<file path="config.mk">
export PLATFORM = sky130hd
export DESIGN_NAME = btb_predictor
export DESIGN_NICKNAME = d
export VERILOG_FILES = /design/src/rtl/btb_pkg.sv /design/src/rtl/btb_entry_array.sv /design/src/rtl/btb_victim_sel.sv /design/src/rtl/btb_resolve.sv /design/src/rtl/btb_predictor.sv
export SDC_FILE = /design/constraint.sdc
export NUM_CORES = 2
export LEC_CHECK = 0
export BUFFER_PORTS_ARGS = -buffer_cell sky130_fd_sc_hd__buf_2
export CAP_MARGIN = 40
export CORE_AREA = 2 2 353 355
export CTS_CLUSTER_DIAMETER = 50
export DETAILED_ROUTE_END_ITERATION = 10
export DIE_AREA = 0 0 355 357
export GPL_TIMING_DRIVEN = 0
export PLACE_DENSITY = 0.59
export RECOVER_POWER = 25
export REMOVE_ABC_BUFFERS = 1
export SETUP_SLACK_MARGIN = 0.15
export SLEW_MARGIN = 5
export SYNTH_ARGS = -nofsm -noshare
export SYNTH_HDL_FRONTEND = slang
export SYNTH_SLANG_ARGS = --single-unit
</file>
<file path="constraint.sdc">
create_clock -name clk -period 7.2 [get_ports clk]
set_input_delay 1.44 -clock clk [delete_from_list [all_inputs] [get_ports clk]]
set_output_delay 1.44 -clock clk [all_outputs]
set_load 0.02 [all_outputs]
</file>
<file path="src/rtl/btb_pkg.sv">
package btb_pkg;
  localparam logic [1:0] CTR_WEAK_TAKEN = 2'b10;

  // Saturating two-bit direction counter step
  function automatic logic [1:0] ctr_step(input logic [1:0] c, input logic up);
    if (up) return (c == 2'b11) ? 2'b11 : c + 2'b01;
    else    return (c == 2'b00) ? 2'b00 : c - 2'b01;
  endfunction
endpackage

</file>
<file path="src/rtl/btb_entry_array.sv">
module btb_entry_array
  import btb_pkg::*;
#(
  parameter int ENTRIES = 16,
  parameter int PC_W    = 32
) (
  input  logic               clk,
  input  logic               rst,
  input  logic [PC_W-1:0]    lk_pc,
  input  logic               rs_valid,
  input  logic [PC_W-1:0]    rs_pc,
  input  logic               rs_taken,
  input  logic [PC_W-1:0]    rs_target,
  input  logic [ENTRIES-1:0] alloc_vec,
  output logic [ENTRIES-1:0] valid_vec,
  output logic [ENTRIES-1:0] lk_hit_vec,
  output logic [ENTRIES-1:0] rs_hit_vec,
  output logic               lk_taken,
  output logic [PC_W-1:0]    lk_target
);
  localparam int TAG_W = PC_W - 2;

  logic [TAG_W-1:0] tag_q [ENTRIES];
  logic [1:0]       ctr_q [ENTRIES];
  logic [PC_W-1:0]  tgt_q [ENTRIES];
  logic [ENTRIES-1:0] vld_q;

  assign valid_vec = vld_q;

  // Parallel tag compare for fetch lookup and for resolution
  for (genvar g = 0; g < ENTRIES; g++) begin : g_cmp
    assign lk_hit_vec[g] = vld_q[g] && (tag_q[g] == lk_pc[PC_W-1:2]);
    assign rs_hit_vec[g] = vld_q[g] && (tag_q[g] == rs_pc[PC_W-1:2]);
  end

  // One-hot read of the hitting entry
  always_comb begin
    lk_taken  = 1'b0;
    lk_target = '0;
    for (int i = 0; i < ENTRIES; i++) begin
      if (lk_hit_vec[i]) begin
        lk_taken  = lk_taken | ctr_q[i][1];
        lk_target = lk_target | tgt_q[i];
      end
    end
  end

  always_ff @(posedge clk) begin
    if (rst) begin
      vld_q <= '0;
      for (int i = 0; i < ENTRIES; i++) begin
        tag_q[i] <= '0;
        ctr_q[i] <= 2'b00;
        tgt_q[i] <= '0;
      end
    end else begin
      for (int i = 0; i < ENTRIES; i++) begin
        if (alloc_vec[i]) begin
          vld_q[i] <= 1'b1;
          tag_q[i] <= rs_pc[PC_W-1:2];
          ctr_q[i] <= CTR_WEAK_TAKEN;
          tgt_q[i] <= rs_target;
        end else if (rs_valid && rs_hit_vec[i]) begin
          ctr_q[i] <= ctr_step(ctr_q[i], rs_taken);
          if (rs_taken) tgt_q[i] <= rs_target;
        end
      end
    end
  end
endmodule

</file>
<file path="src/rtl/btb_victim_sel.sv">
module btb_victim_sel #(
  parameter int ENTRIES = 16
) (
  input  logic               clk,
  input  logic               rst,
  input  logic [ENTRIES-1:0] valid_vec,
  input  logic               alloc_req,
  output logic [ENTRIES-1:0] alloc_vec
);
  localparam int IDX_W = (ENTRIES > 1) ? $clog2(ENTRIES) : 1;
  localparam logic [IDX_W-1:0] LAST = IDX_W'(ENTRIES - 1);

  logic [IDX_W-1:0] rr_q;
  logic [IDX_W-1:0] free_idx;
  logic             full;
  logic [IDX_W-1:0] victim;

  assign full = &valid_vec;

  // Lowest-numbered free slot
  always_comb begin
    free_idx = '0;
    for (int i = ENTRIES - 1; i >= 0; i--) begin
      if (!valid_vec[i]) free_idx = IDX_W'(i);
    end
  end

  assign victim = full ? rr_q : free_idx;

  always_comb begin
    alloc_vec = '0;
    if (alloc_req) alloc_vec[victim] = 1'b1;
  end

  always_ff @(posedge clk) begin
    if (rst) begin
      rr_q <= '0;
    end else if (alloc_req && full) begin
      rr_q <= (rr_q == LAST) ? '0 : rr_q + 1'b1;
    end
  end
endmodule

</file>
<file path="src/rtl/btb_resolve.sv">
module btb_resolve #(
  parameter int PC_W = 32
) (
  input  logic            res_valid,
  input  logic [PC_W-1:0] res_pc,
  input  logic            res_taken,
  input  logic [PC_W-1:0] res_target,
  input  logic            res_pred_taken,
  input  logic [PC_W-1:0] res_pred_target,
  output logic            mispredict,
  output logic [PC_W-1:0] redirect_pc
);
  localparam logic [PC_W-1:0] STEP = PC_W'(4);

  logic dir_wrong;
  logic tgt_wrong;

  assign dir_wrong   = res_pred_taken != res_taken;
  assign tgt_wrong   = res_taken && res_pred_taken && (res_pred_target != res_target);
  assign mispredict  = res_valid && (dir_wrong || tgt_wrong);
  assign redirect_pc = res_taken ? res_target : res_pc + STEP;
endmodule

</file>
<file path="src/rtl/btb_predictor.sv">
module btb_predictor #(
  parameter int ENTRIES = 16,
  parameter int PC_W    = 32
) (
  input  logic            clk,
  input  logic            rst,
  input  logic [PC_W-1:0] fetch_pc,
  output logic [PC_W-1:0] next_pc,
  output logic            pred_taken,
  input  logic            res_valid,
  output logic            res_ready,
  input  logic [PC_W-1:0] res_pc,
  input  logic            res_taken,
  input  logic [PC_W-1:0] res_target,
  input  logic            res_pred_taken,
  input  logic [PC_W-1:0] res_pred_target,
  output logic            res_mispredict,
  output logic [PC_W-1:0] res_redirect_pc
);
  localparam logic [PC_W-1:0] STEP = PC_W'(4);

  logic [ENTRIES-1:0] valid_vec;
  logic [ENTRIES-1:0] lk_hit_vec;
  logic [ENTRIES-1:0] rs_hit_vec;
  logic [ENTRIES-1:0] alloc_vec;
  logic               lk_taken;
  logic [PC_W-1:0]    lk_target;
  logic               alloc_req;

  assign res_ready = 1'b1;
  assign alloc_req = res_valid && res_taken && !(|rs_hit_vec);

  btb_entry_array #(.ENTRIES(ENTRIES), .PC_W(PC_W)) u_array (
    .clk       (clk),
    .rst       (rst),
    .lk_pc     (fetch_pc),
    .rs_valid  (res_valid),
    .rs_pc     (res_pc),
    .rs_taken  (res_taken),
    .rs_target (res_target),
    .alloc_vec (alloc_vec),
    .valid_vec (valid_vec),
    .lk_hit_vec(lk_hit_vec),
    .rs_hit_vec(rs_hit_vec),
    .lk_taken  (lk_taken),
    .lk_target (lk_target)
  );

  btb_victim_sel #(.ENTRIES(ENTRIES)) u_victim (
    .clk      (clk),
    .rst      (rst),
    .valid_vec(valid_vec),
    .alloc_req(alloc_req),
    .alloc_vec(alloc_vec)
  );

  btb_resolve #(.PC_W(PC_W)) u_resolve (
    .res_valid      (res_valid),
    .res_pc         (res_pc),
    .res_taken      (res_taken),
    .res_target     (res_target),
    .res_pred_taken (res_pred_taken),
    .res_pred_target(res_pred_target),
    .mispredict     (res_mispredict),
    .redirect_pc    (res_redirect_pc)
  );

  assign pred_taken = lk_taken;
  assign next_pc    = lk_taken ? lk_target : fetch_pc + STEP;
endmodule

</file>
==> qor.yml <==
run_status:
  status: "complete, but fails checks"
  violations: "capacitance limit, slew limit, setup timing"
placed_design:
  post-dp-hpwl_mm: 178.8
  io_buffers: 198
  placed_cells: 6622
  gp_congestion: 0.9712
worst_setup_path:
  r2r-start: "u_array.valid_vec[1]$_SDFFE_PP0P_"
  cp.arrival_ps: 5800
  crit_type: "input pin to output pin"
  startpoint: "fetch_pc[23]"
  rr_worst_depth: 11
  endpoint_kind: "output pin"
  crit_required_ps: 5760
  start_kind: "input pin"
  worstReg2RegEnd: "u_array.tgt_q[1][21]$_SDFFCE_PN0P_"
  r2r_setup_slack_ps: 1480
  critPathCapture: "next_pc[20]"
  timing.critical_path.fanout_max: 24
yosys:
  ys_seq_area_share_pct: 56.65
  synth_area_leaders: "edfxtp_1 56%, xnor2_1 10%, xor2_1 6.6%"
  synth.most_common_cell: "edfxtp_1"
  syn_inst: 4772
  synth_ff_type: "edfxtp_1"
  netlist_area_mm2: 0.05499
  synth_top_area_cell: "edfxtp_1"
  async_flop_share_pct: 0
  ys_warn_count: 0
  yosys.area.top_type_share_pct: 55.92
  syn_avg_cell_area_um2: 11.52
  synth_common_cells: "1,024 x edfxtp_1, 696 x nor2_1, 631 x xnor2_1"
  yosysUniqueCellTypes: 72
  ys_seq_elements: 1044
  synth_edf_count: 1024
final_layout:
  n_fill_cell: 10562
  syn_to_final_growth_pct: 19.62
  layout-drive-gt1-share_pct: 15.92
  num-nets-final: 5259
  finalNonFillerCells: 6879
sta:
  period_needed_ps: 7242
  finalMaxSlewViolations: 73
  worstMarginPinSlew_ps: 2900
  rsz0062_at_grt: "no"
  skew_ps: 44.71
  slew_headroom_pct: -94.39
  finalSetupViolCount: 1
  fin_ws_ps: -42.21
  min_period_over_period_pct: 100.6
  timing.hold.ws_ps: 537.0
  fmax_mhz: 138.1
  hold_viol_final: 0
min_path:
  hold_path_class: "register to register"
clocking:
  postCtsSetupRepairBufs: 0
  clock_latency_ps: 800
  cts_buffers: 134
  clock_sinks: 1044
  root_buffer: "clkbuf_16"
  cts_tree: "done"
  path_clk_slew_ps: 60
  htreeDepth: 4
  clk_path_buf_depth: 3
grt:
  grt_pass1_vias: 42981
  antenna_found_initial: 9
  grt_pass1_wl_mm: 338.3
  grt_start_max_net_pins: 62
  gr-total-overflow: 0
  track_usage_pct: 38.59
run:
  drv_cap: 2
drt:
  drt_iter0_markers: 7586
  firstDrtPassIters: 6
  num_vias: 45405
  ant_nets: 0
  viasPerCell: 6.601
  remaining_drc_errors: 0
  drt-total-wl_mm: 249.5
  routedWlPerCell_um: 36.27
floorplanning:
  fp.coreArea_mm2: 0.1230
  chipHeight_um: 357
  ios: 200
  die_w_um: 355
  start_util_pct: 44.71
  dieArea_mm2: 0.1267
  rows: 129
pwr:
  powerDensity_mw_per_mm2: 244.3
  power_leakage_nw: 22.69
  peakVddDrop_uv: 246.7
[layer usage]
layer | vias up | global-route usage [%] | routed length, um
li1 | 18266 | - | -
met1 | 22257 | 50.62 | 90750
met2 | 3932 | 56.02 | 104600
met3 | 948 | 11.48 | 35410
met4 | 2 | 24.12 | 18710
met5 | - | 0 | 14
[through the flow]
step                      TNS (ps)  cell area [um^2]  worst slack (ps)  power (W)  utilization, %
after floorplan             -12530             53470            -427.2   0.008209               -
after global placement    -5618070             56510            -10200   0.009120           45.95
after detailed placement         0             61630             113.8   0.009313           50.11
after CTS                        0             66070             173.9    0.01599           53.72
after global routing             0             65740             150.4    0.01636           53.45
final                       -42.21             65780            -42.21    0.01607           53.48
[cells in the final DEF (no fill, tap or decap), types with 33 or more instances in the layout]
master        n
a221oi_1    136
a22o_1      133
buf_12       67
buf_16       46
buf_2       215
buf_4       162
clkbuf_1     44
clkbuf_16   137
edfxtp_1   1024
inv_1        98
mux2_2       33
nand2_1     230
nand3_1      89
nand4_1     350
nor2_1      696
nor3_1       43
nor4_1      217
o21ai_0      50
xnor2_1     631
xor2_1      412
[worst min path at each step]
stage	start	end	slack, ps	cells past startpoint
2_1_floorplan	u_victim.rr_q[1]$_SDFFE_PP0P_	u_victim.rr_q[1]$_SDFFE_PP0P_	480	2
3_3_place_gp	u_victim.rr_q[0]$_SDFFE_PP0P_	u_victim.rr_q[0]$_SDFFE_PP0P_	520	2
3_5_place_dp	u_victim.rr_q[0]$_SDFFE_PP0P_	u_victim.rr_q[0]$_SDFFE_PP0P_	520	2
4_1_cts	u_victim.rr_q[0]$_SDFFE_PP0P_	u_victim.rr_q[0]$_SDFFE_PP0P_	530	2
5_1_grt	u_victim.rr_q[1]$_SDFFE_PP0P_	u_victim.rr_q[1]$_SDFFE_PP0P_	580	2
6_report	u_victim.rr_q[0]$_SDFFE_PP0P_	u_victim.rr_q[0]$_SDFFE_PP0P_	540	2
[critical path, cell delays in order]
cell	delay [ps]
buf_2	540
buf_12	290
xor2_1	130
nor4_1	350
nand4_1	220
nor4_2	810
a221oi_1	330
nand4_4	340
buf_12	280
mux2i_1	680
buf_2	300
[logic make-up after synthesis]
kind of cell	share of synthesized area [%]
and+or+nand+nor	15.99
muxes	0.7668
AOI/OAI and AO/OA	6.071
buffers and inverters	3.454
xor gates and xnor gates	16.61
other	0.006819
adders and majority gates	0.4551
DFF	56.65
[power by group]
part / internal (W) / switching [W] / leakage, nW
Combinational: 0.000633 / 0.00141 / 10.1
Sequential: 0.00703 / 0.000207 / 10.4
Clock: 0.00397 / 0.00282 / 2.15
[final cells by class]
class                           count  area, um^2  area share (%)
Inverter                          101       380.4          0.5782
Multi-Input combinational cell   3286       22220           33.77
Sequential cell                  1044       31150           47.36
Clock buffer                      165        3563           5.417
Antenna cell                       15       37.54         0.05706
Clock inverter                     76       869.6           1.322
Tap cell                         1637        2048           3.114
Timing Repair Buffer              555        5514           8.383
[flip-flops by register name (all words and copies together) (netlist names)]
signal	flops
u_victim.rr_q	4
u_array.tgt_q	512
u_array.ctr_q	32
u_array.valid_vec	16
u_array.tag_q	480
[what timing repair did]
item	in CTS	in global routing
resized for setup	1	0
hold buffers	0	0
setup endpoints to repair	1	0
No activity file was read; power rests on OpenSTA's default activity.
